[src/rtl/regwin_pkg.sv]
package regwin_pkg;

  typedef enum logic [1:0] {
    WALK_IDLE = 2'd0,
    WALK_READ = 2'd1,
    WALK_SEND = 2'd2
  } walk_state_t;

  localparam int unsigned BASE_SHIFT = 2;

endpackage

[src/rtl/regwin_state.sv]
module regwin_state #(
  parameter int unsigned ARG_W  = 10,
  parameter int unsigned BASE_W = 6,
  parameter int unsigned MAP_W  = 3
) (
  input  logic              clk,
  input  logic              rst_n,
  input  logic              ld_base,
  input  logic              ld_map,
  input  logic [ARG_W-1:0]  ld_arg,
  output logic [BASE_W-1:0] base_q,
  output logic [MAP_W-1:0]  map_q
);

  always_ff @(posedge clk) begin
    if (!rst_n) begin
      base_q <= '0;
      map_q  <= '0;
    end else begin
      if (ld_base) base_q <= ld_arg[BASE_W-1:0];
      if (ld_map)  map_q  <= ld_arg[MAP_W-1:0];
    end
  end

  // each strobe loads its own field
  p_base_load_r5: assert property (@(posedge clk) disable iff (!rst_n)
    ld_base |=> base_q == $past(ld_arg[BASE_W-1:0]));
  p_map_load_r6: assert property (@(posedge clk) disable iff (!rst_n)
    ld_map |=> map_q == $past(ld_arg[MAP_W-1:0]));
  p_base_keep_r5: assert property (@(posedge clk) disable iff (!rst_n)
    !ld_base |=> $stable(base_q));
  p_map_keep_r5: assert property (@(posedge clk) disable iff (!rst_n)
    !ld_map |=> $stable(map_q));

endmodule

[src/rtl/regwin_map.sv]
module regwin_map
  import regwin_pkg::*;
#(
  parameter int unsigned REG_W  = 4,
  parameter int unsigned ADDR_W = 10,
  parameter int unsigned BASE_W = 6,
  parameter int unsigned MAP_W  = 3
) (
  input  logic [REG_W-1:0]  reg_num,
  input  logic [BASE_W-1:0] base,
  input  logic [MAP_W-1:0]  mode,
  output logic [ADDR_W-1:0] addr
);

  localparam int unsigned TOP_POS = ADDR_W - 1;
  localparam int unsigned SEL_POS = ADDR_W - 2;
  localparam int unsigned LOW_W   = REG_W - 1;

  logic              bit_x;
  logic              bit_y;
  logic              sel;
  logic [ADDR_W-1:0] plain;
  logic [ADDR_W-1:0] offset;

  assign bit_x = reg_num[REG_W-2];
  assign bit_y = reg_num[REG_W-1];

  always_comb begin
    unique case (mode)
      3'd4:    sel = bit_y;
      3'd5:    sel = ~bit_y;
      3'd6:    sel = bit_x & bit_y;
      3'd7:    sel = bit_x | bit_y;
      default: sel = bit_x;
    endcase
  end

  always_comb begin
    plain               = '0;
    plain[LOW_W-1:0]    = reg_num[LOW_W-1:0];
    plain[SEL_POS]      = sel;
    plain[TOP_POS]      = bit_y;
  end

  assign offset = ADDR_W'({base, {BASE_SHIFT{1'b0}}});
  assign addr   = plain ^ offset;

endmodule

[src/rtl/regwin_walk.sv]
module regwin_walk
  import regwin_pkg::*;
#(
  parameter int unsigned ADDR_W = 10,
  parameter int unsigned DATA_W = 16
) (
  input  logic              clk,
  input  logic              rst_n,
  input  logic              req_valid,
  output logic              req_ready,
  input  logic              req_ind,
  input  logic [ADDR_W-1:0] xl_addr,
  output logic              mem_rd_en,
  output logic [ADDR_W-1:0] mem_rd_addr,
  input  logic [DATA_W-1:0] mem_rd_data,
  input  logic              mem_rd_done,
  output logic              out_valid,
  input  logic              out_ready,
  output logic [ADDR_W-1:0] out_addr
);

  walk_state_t       st;
  logic [ADDR_W-1:0] hold;
  logic              unused_hi;

  assign unused_hi = ^mem_rd_data[DATA_W-1:ADDR_W];

  always_ff @(posedge clk) begin
    if (!rst_n) begin
      st   <= WALK_IDLE;
      hold <= '0;
    end else begin
      unique case (st)
        WALK_IDLE: if (req_valid) begin
          hold <= xl_addr;
          st   <= req_ind ? WALK_READ : WALK_SEND;
        end
        WALK_READ: if (mem_rd_done) begin
          hold <= mem_rd_data[ADDR_W-1:0];
          st   <= WALK_SEND;
        end
        WALK_SEND: if (out_ready) st <= WALK_IDLE;
        default: st <= WALK_IDLE;
      endcase
    end
  end

  assign req_ready   = (st == WALK_IDLE);
  assign mem_rd_en   = (st == WALK_READ);
  assign out_valid   = (st == WALK_SEND);
  assign mem_rd_addr = hold;
  assign out_addr    = hold;

  p_direct_next_r7: assert property (@(posedge clk) disable iff (!rst_n)
    req_valid && req_ready && !req_ind |=> out_valid && out_addr == $past(xl_addr));
  p_ind_start_r8: assert property (@(posedge clk) disable iff (!rst_n)
    req_valid && req_ready && req_ind |=> mem_rd_en && mem_rd_addr == $past(xl_addr));
  p_rd_hold_r8: assert property (@(posedge clk) disable iff (!rst_n)
    mem_rd_en && !mem_rd_done |=> mem_rd_en && $stable(mem_rd_addr));
  p_rd_result_r8: assert property (@(posedge clk) disable iff (!rst_n)
    mem_rd_en && mem_rd_done |=> out_valid && out_addr == $past(mem_rd_data[ADDR_W-1:0]));
  p_out_hold_r9: assert property (@(posedge clk) disable iff (!rst_n)
    out_valid && !out_ready |=> out_valid && $stable(out_addr));
  p_one_phase_r9: assert property (@(posedge clk) disable iff (!rst_n)
    $onehot0({req_ready, mem_rd_en, out_valid}));

endmodule

[src/rtl/regwin_xlate.sv]
module regwin_xlate
  import regwin_pkg::*;
#(
  parameter int unsigned REG_W  = 4,
  parameter int unsigned ADDR_W = 10,
  parameter int unsigned ARG_W  = 10,
  parameter int unsigned BASE_W = 6,
  parameter int unsigned MAP_W  = 3,
  parameter int unsigned DATA_W = 16,
  parameter bit          IND_EN = 1'b1
) (
  input  logic              clk,
  input  logic              rst_n,
  input  logic              ld_base,
  input  logic              ld_map,
  input  logic [ARG_W-1:0]  ld_arg,
  input  logic [REG_W-1:0]  lookup_reg,
  output logic [ADDR_W-1:0] lookup_addr,
  input  logic              req_valid,
  output logic              req_ready,
  input  logic [REG_W-1:0]  req_reg,
  input  logic              req_ind,
  output logic              mem_rd_en,
  output logic [ADDR_W-1:0] mem_rd_addr,
  input  logic [DATA_W-1:0] mem_rd_data,
  input  logic              mem_rd_done,
  output logic              out_valid,
  input  logic              out_ready,
  output logic [ADDR_W-1:0] out_addr
);

  logic [BASE_W-1:0] base_q;
  logic [MAP_W-1:0]  map_q;
  logic [ADDR_W-1:0] req_xl;
  logic              use_ind;

  regwin_state #(.ARG_W(ARG_W), .BASE_W(BASE_W), .MAP_W(MAP_W)) u_state (
    .clk(clk), .rst_n(rst_n), .ld_base(ld_base), .ld_map(ld_map),
    .ld_arg(ld_arg), .base_q(base_q), .map_q(map_q)
  );

  regwin_map #(.REG_W(REG_W), .ADDR_W(ADDR_W), .BASE_W(BASE_W), .MAP_W(MAP_W)) u_map_look (
    .reg_num(lookup_reg), .base(base_q), .mode(map_q), .addr(lookup_addr)
  );

  regwin_map #(.REG_W(REG_W), .ADDR_W(ADDR_W), .BASE_W(BASE_W), .MAP_W(MAP_W)) u_map_req (
    .reg_num(req_reg), .base(base_q), .mode(map_q), .addr(req_xl)
  );

  generate
    if (IND_EN) begin : g_ind
      assign use_ind = req_ind;
    end else begin : g_direct
      logic unused_ind;
      assign unused_ind = req_ind;
      assign use_ind    = 1'b0;
    end
  endgenerate

  regwin_walk #(.ADDR_W(ADDR_W), .DATA_W(DATA_W)) u_walk (
    .clk(clk), .rst_n(rst_n), .req_valid(req_valid), .req_ready(req_ready),
    .req_ind(use_ind), .xl_addr(req_xl), .mem_rd_en(mem_rd_en),
    .mem_rd_addr(mem_rd_addr), .mem_rd_data(mem_rd_data),
    .mem_rd_done(mem_rd_done), .out_valid(out_valid), .out_ready(out_ready),
    .out_addr(out_addr)
  );

  p_top_bit_r2: assert property (@(posedge clk) disable iff (!rst_n)
    lookup_addr[ADDR_W-1] == lookup_reg[REG_W-1]);
  p_low_pair_r4: assert property (@(posedge clk) disable iff (!rst_n)
    lookup_addr[1:0] == lookup_reg[1:0]);

endmodule

[config.mk]
export PLATFORM = sky130hd
export DESIGN_NAME = regwin_xlate
export DESIGN_NICKNAME = d
export VERILOG_FILES = /design/src/rtl/regwin_pkg.sv /design/src/rtl/regwin_state.sv /design/src/rtl/regwin_map.sv /design/src/rtl/regwin_walk.sv /design/src/rtl/regwin_xlate.sv
export SDC_FILE = /design/constraint.sdc
export NUM_CORES = 1
export LEC_CHECK = 0
export BUFFER_PORTS_ARGS = -buffer_cell sky130_fd_sc_hd__buf_4
export CAP_MARGIN = 20
export CORE_MARGIN = 1.5
export CORE_UTILIZATION = 46
export CTS_CLUSTER_SIZE = 16
export DETAILED_ROUTE_END_ITERATION = 8
export PLACE_DENSITY = 0.84
export SLEW_MARGIN = 40
export SYNTH_ARGS = -nofsm -noshare
export SYNTH_HDL_FRONTEND = slang
export SYNTH_HIERARCHICAL = 1
export SYNTH_SLANG_ARGS = --single-unit
[constraint.sdc]
create_clock -name clk -period 3.5 [get_ports clk]
set_input_delay 0.525 -clock clk [delete_from_list [all_inputs] [get_ports clk]]
set_output_delay 0.525 -clock clk [all_outputs]
set_load 0.02 [all_outputs]
# After elaboration in Yosys (flattened, before gate mapping)
# Cells that the tools add are included.
# totals
reg_bits,21
input_bits,42
word_cells,35
# op_classes
n_eq_ne,9
mux,10
n_bitwise,8
n_reduce_logical,4
# op_table
cell,n
$mux W10,2
$pmux W10 S2,1
$xor A10 B8 Y10,2
$eq A3 B3 Y1 const B,4
$mux W2,4
$pmux W1 S4,2
$pmux W2 S3,1
$reduce_and A3 Y1,2
$ne A2 B1 Y1 const B,2
$and A1 B1 Y1,2
$eq A2 B1 Y1 const B,1
$eq A2 B2 Y1 const B,1
$logic_not A2 Y1,1
$ne A2 B2 Y1 const B,1
$not A1 Y1,2
$or A1 B1 Y1,2
$reduce_bool A2 Y1,1

# Longest topological paths before layout
# depth
ltp_word,5
depth_mapped,7
mapped_depth_nobuf,6

# Hierarchy
# Netlist, hierarchy kept.
# by_module_without_submodules
module,n_inst,cells_each,area_per_inst_um2,seq_area_each_um2
regwin_walk,1,70,686.9,240.2
regwin_state,1,28,337.8,180.2
regwin_map,2,18,118.9,0.0

# Least setup slack after synthesis
# No wires, ideal clock.
# synth_path
kind,input-to-output
from,in lookup_reg[3]
to,out lookup_addr[8]
arrival_ns,1.127
path_slack_ns,1.848
cell_stages,4
path_buffers,1
path_cell_list,inv_1 a221o_1 a21oi_1 buf_4
# synth_between
elab_chain_cells,3
word_cells_on_any_way,5
classes_between,mux (1); bitwise (4)
# synth_lines
element,line,text
start: declaration,regwin_xlate.sv:17,"input logic [REG_W-1:0] lookup_reg,"
"$or A1 B1 Y1, or another cell as far along",regwin_map.sv:33,3'd7: sel = bit_x | bit_y;
$pmux W1 S4 *,regwin_map.sv:29,unique case (mode)
named net u_map_look.sel,regwin_map.sv:21,logic sel;
$xor A10 B8 Y10 *,regwin_map.sv:46,assign addr = plain ^ offset;
end: declaration,regwin_xlate.sv:18,"output logic [ADDR_W-1:0] lookup_addr,"
# Mark *: on every way through the listed nets, which the timed path passes. The rest lies on a longest branch.

# Worst setup path in the final report
# layout_path
from,reg u_state.map_q[1]
to,out lookup_addr[8]
# layout_between
elab_chain_cells,3
word_cells_on_any_way,6
classes_between,eq/ne (4); mux (1); bitwise (1)
# layout_lines
element,line,text
start: declaration,regwin_state.sv:12,output logic [MAP_W-1:0] map_q
start signal: assignment,regwin_state.sv:21,if (ld_map) map_q <= ld_arg[MAP_W-1:0];
$eq A3 B3 Y1,regwin_map.sv:29,
$pmux W1 S4 *,regwin_map.sv:29,
$xor A10 B8 Y10 *,regwin_map.sv:46,
# Mark *: on every way between the ends. The rest lies on a longest branch, timed or not.

==> flow_metrics.py <==
metrics = {
    "outcome": {
        "status": "finished clean",
    },
    "synth": {
        "avgSynthCellArea_um2": 9.42,
        "ys_types": 25,
        "synthTopCellsByCount": "buf_4, dfxtp_1, inv_1",
        "synthArstFlopShare_pct": 0,
        "synth-seq-area-share_pct": 33.3,
        "yosysTopAreaCell": "dfxtp_1",
        "synth-edff-count": 0,
        "synth.top_cell.area_share_pct": 33.3,
        "synthCells": 134,
        "yosys_register_bits": 21,
        "yosysMostFrequentCell": "buf_4",
        "synth_fp_nets": 176,
        "netlist_area_um2": 1260,
        "synth.area.top_cells": "dfxtp_1, buf_4, o221a_1, mux2i_1, a21boi_0",
        "synthFlopType": "dfxtp_1",
        "synth_warnings": 6,
    },
    "cts": {
        "clk_pin_slew_ns": 0.12,
        "cts_max_level": 1,
        "clock_sinks": 21,
        "root_buffer": "clkbuf_4",
        "cts_hold_buffers": 0,
        "post_cts_buffers": 0,
        "cts_buffers": 3,
        "cts_tree": "built",
        "cts-resized-gates": 0,
        "clk_latency_ns": 0.29,
        "clk_path_buf_depth": 2,
    },
    "timing": {
        "slew_headroom_pct": 68.2,
        "finalMaxSlewViolations": 0,
        "period_share_pct": 52.8,
        "fin_crit_ns": 1.85,
        "max_freq_mhz": 541,
        "worst_pin_slew_ns": 0.476,
        "final_hold_viol_count": 0,
        "setup_viol": 0,
        "rsz0062_at_grt": "no",
        "setup_tns_ns": 0,
        "setup_slack_ns": 1.65,
        "final.setup_skew_ns": 0.00411,
    },
    "power_and_ir_drop": {
        "max-vdd-ir-drop_uv": 239,
        "leakage_nw": 0.732,
        "power-per-cell-area_nw_per_um2": 376,
    },
    "setup_path": {
        "r2r-end": "u_walk/st[1]$_SDFFE_PN0P_",
        "crit_required_ns": 2.97,
        "cp-end-kind": "primary output",
        "endpoint": "lookup_addr[8]",
        "r2r_cells": 3,
        "start_kind": "flip-flop",
        "crit_fanout": 7,
        "worstSetupPathType": "flip-flop to primary output",
        "worstPathArrival_ns": 1.32,
        "rrSetupSlack_ns": 2.04,
        "crit_start": "u_state/map_q[1]$_SDFFE_PN0P_",
        "worstReg2RegStart": "u_walk/st[1]$_SDFFE_PN0P_",
    },
    "die": {
        "fp-row-count": 18,
        "start_util_pct": 49.6,
        "die_w_um": 55.4,
        "dieArea_um2": 3070,
        "coreArea_um2": 2540,
        "io_pins": 75,
        "die-height_um": 55.4,
    },
    "min_path": {
        "hp-class": "primary input to flip-flop",
        "hold_depth": 3,
    },
    "finish": {
        "final_nets": 208,
        "drive_gt1_share_pct": 40.6,
        "n_antenna_cell": 0,
        "synthToLayoutAreaGrowth_pct": 20.7,
    },
    "placement": {
        "pre_cts_ws_ns": 1.70,
        "io_buffers": 60,
        "routabilityCongestion": 0.717,
        "dp_hpwl_um": 2020,
    },
    "routing": {
        "drtAntennaViolNets": 0,
        "drt-pass1-iter-count": 4,
        "post_drt_wl_per_cell_um": 13.2,
        "first_iter_violations": 22,
        "post-route-drc-count": 0,
        "postRouteWirelength_um": 2570,
        "drt-vias-per-instance": 5.03,
        "dr_total_vias": 981,
    },
    "global_route": {
        "grt_util_all_layers_pct": 16.7,
        "grt_pass1_vias": 963,
        "grt_max_degree": 22,
        "grt_pass1_wl_um": 4170,
        "overflow": 0,
        "antenna_found_initial": 0,
    },
    "run": {
        "maxCapViolCount": 0,
    },
}
how the worst min path moves through the flow:
stage	from	to	slack, ns
3_5_place_dp	u_state/base_q[5]$_SDFFE_PN0P_	u_state/base_q[5]$_SDFFE_PN0P_	0.54
4_1_cts	ld_arg[5]	u_state/base_q[5]$_SDFFE_PN0P_	0.47
3_3_place_gp	u_state/base_q[4]$_SDFFE_PN0P_	u_state/base_q[4]$_SDFFE_PN0P_	0.52
6_report	ld_arg[5]	u_state/base_q[5]$_SDFFE_PN0P_	0.48
2_1_floorplan	u_state/base_q[1]$_SDFFE_PN0P_	u_state/base_q[1]$_SDFFE_PN0P_	0.51
5_1_grt	ld_arg[2]	u_state/base_q[2]$_SDFFE_PN0P_	0.49
logic make-up (layout without fill, tap and decap cells):
family / Yosys count / after routing / share of synthesized area (%)
mux: 11 / 11 / 9.12
simple gates: 22 / 22 / 11.9
xor+xnor: 2 / 2 / 1.39
compound gates: 30 / 30 / 19.8
flops: 21 / 21 / 33.3
buf+inv: 48 / 79 / 24.5
cell type report:
| cell class | instances | area (um2) |
|---|---|---|
| fill | 229 | 1020 |
| multi-input combinational | 65 | 533 |
| timing repair buffer | 60 | 450 |
| sequential | 21 | 420 |
| inverter | 15 | 56.3 |
| tap | 30 | 37.5 |
| clock buffer | 4 | 26.3 |
critical path: stages (launching register included):
cell and delay, ns:
dfxtp_1 0.39, a221o_1 0.34, a21oi_1 0.14, buf_4 0.16
cells in the final DEF, fill, tap and decap left out, types with 3 or more instances in the layout:
master,netlist,routed
nand2b_1,3,3
a21oi_1,4,4
nand2_1,3,3
nor2b_1,10,10
buf_4,28,60
o221a_1,10,10
mux2i_1,9,9
o21ai_0,3,3
dfxtp_1,21,21
a21boi_0,10,10
inv_1,15,15
clkbuf_4,0,3
sequential cells by signal (all words and copies together) (netlist names):
name,cells
u_state/base_q,6
u_walk/mem_rd_addr,10
u_state/map_q,3
u_walk/st,2
power breakdown:
group          switching, W  internal (W)  leakage (nW)
registers         0.0000206      0.000258         0.174
clock network     0.0000696     0.0000443        0.0150
logic             0.0000885     0.0000921         0.544
total              0.000179      0.000395         0.732
layer usage:
layer	vias to the layer above	share of wire (%)	track usage, %
li1	490	-	-
met1	457	40	18.3
met2	32	54	32.5
met3	2	5.4	2.81
met4	0	0.51	4.18
met5	-	0	0
metrics by stage:
| stage | power (W) | hold slack (ns) | instances | utilization, % | instance area (um2) |
|---|---|---|---|---|---|
| after global placement | 0.000461 | 0.525 | 191 | 58.8 | 1500 |
| after floorplan | 0.000414 | 0.508 | 134 | - | 1260 |
| after global routing | 0.000603 | 0.485 | 195 | 59.9 | 1520 |
| after detailed placement | 0.000466 | 0.541 | 191 | 58.8 | 1500 |
| after CTS | 0.000581 | 0.474 | 195 | 59.9 | 1520 |
| final | 0.000574 | 0.480 | 195 | 59.9 | 1520 |
No activity file was read; power rests on OpenSTA's default activity.
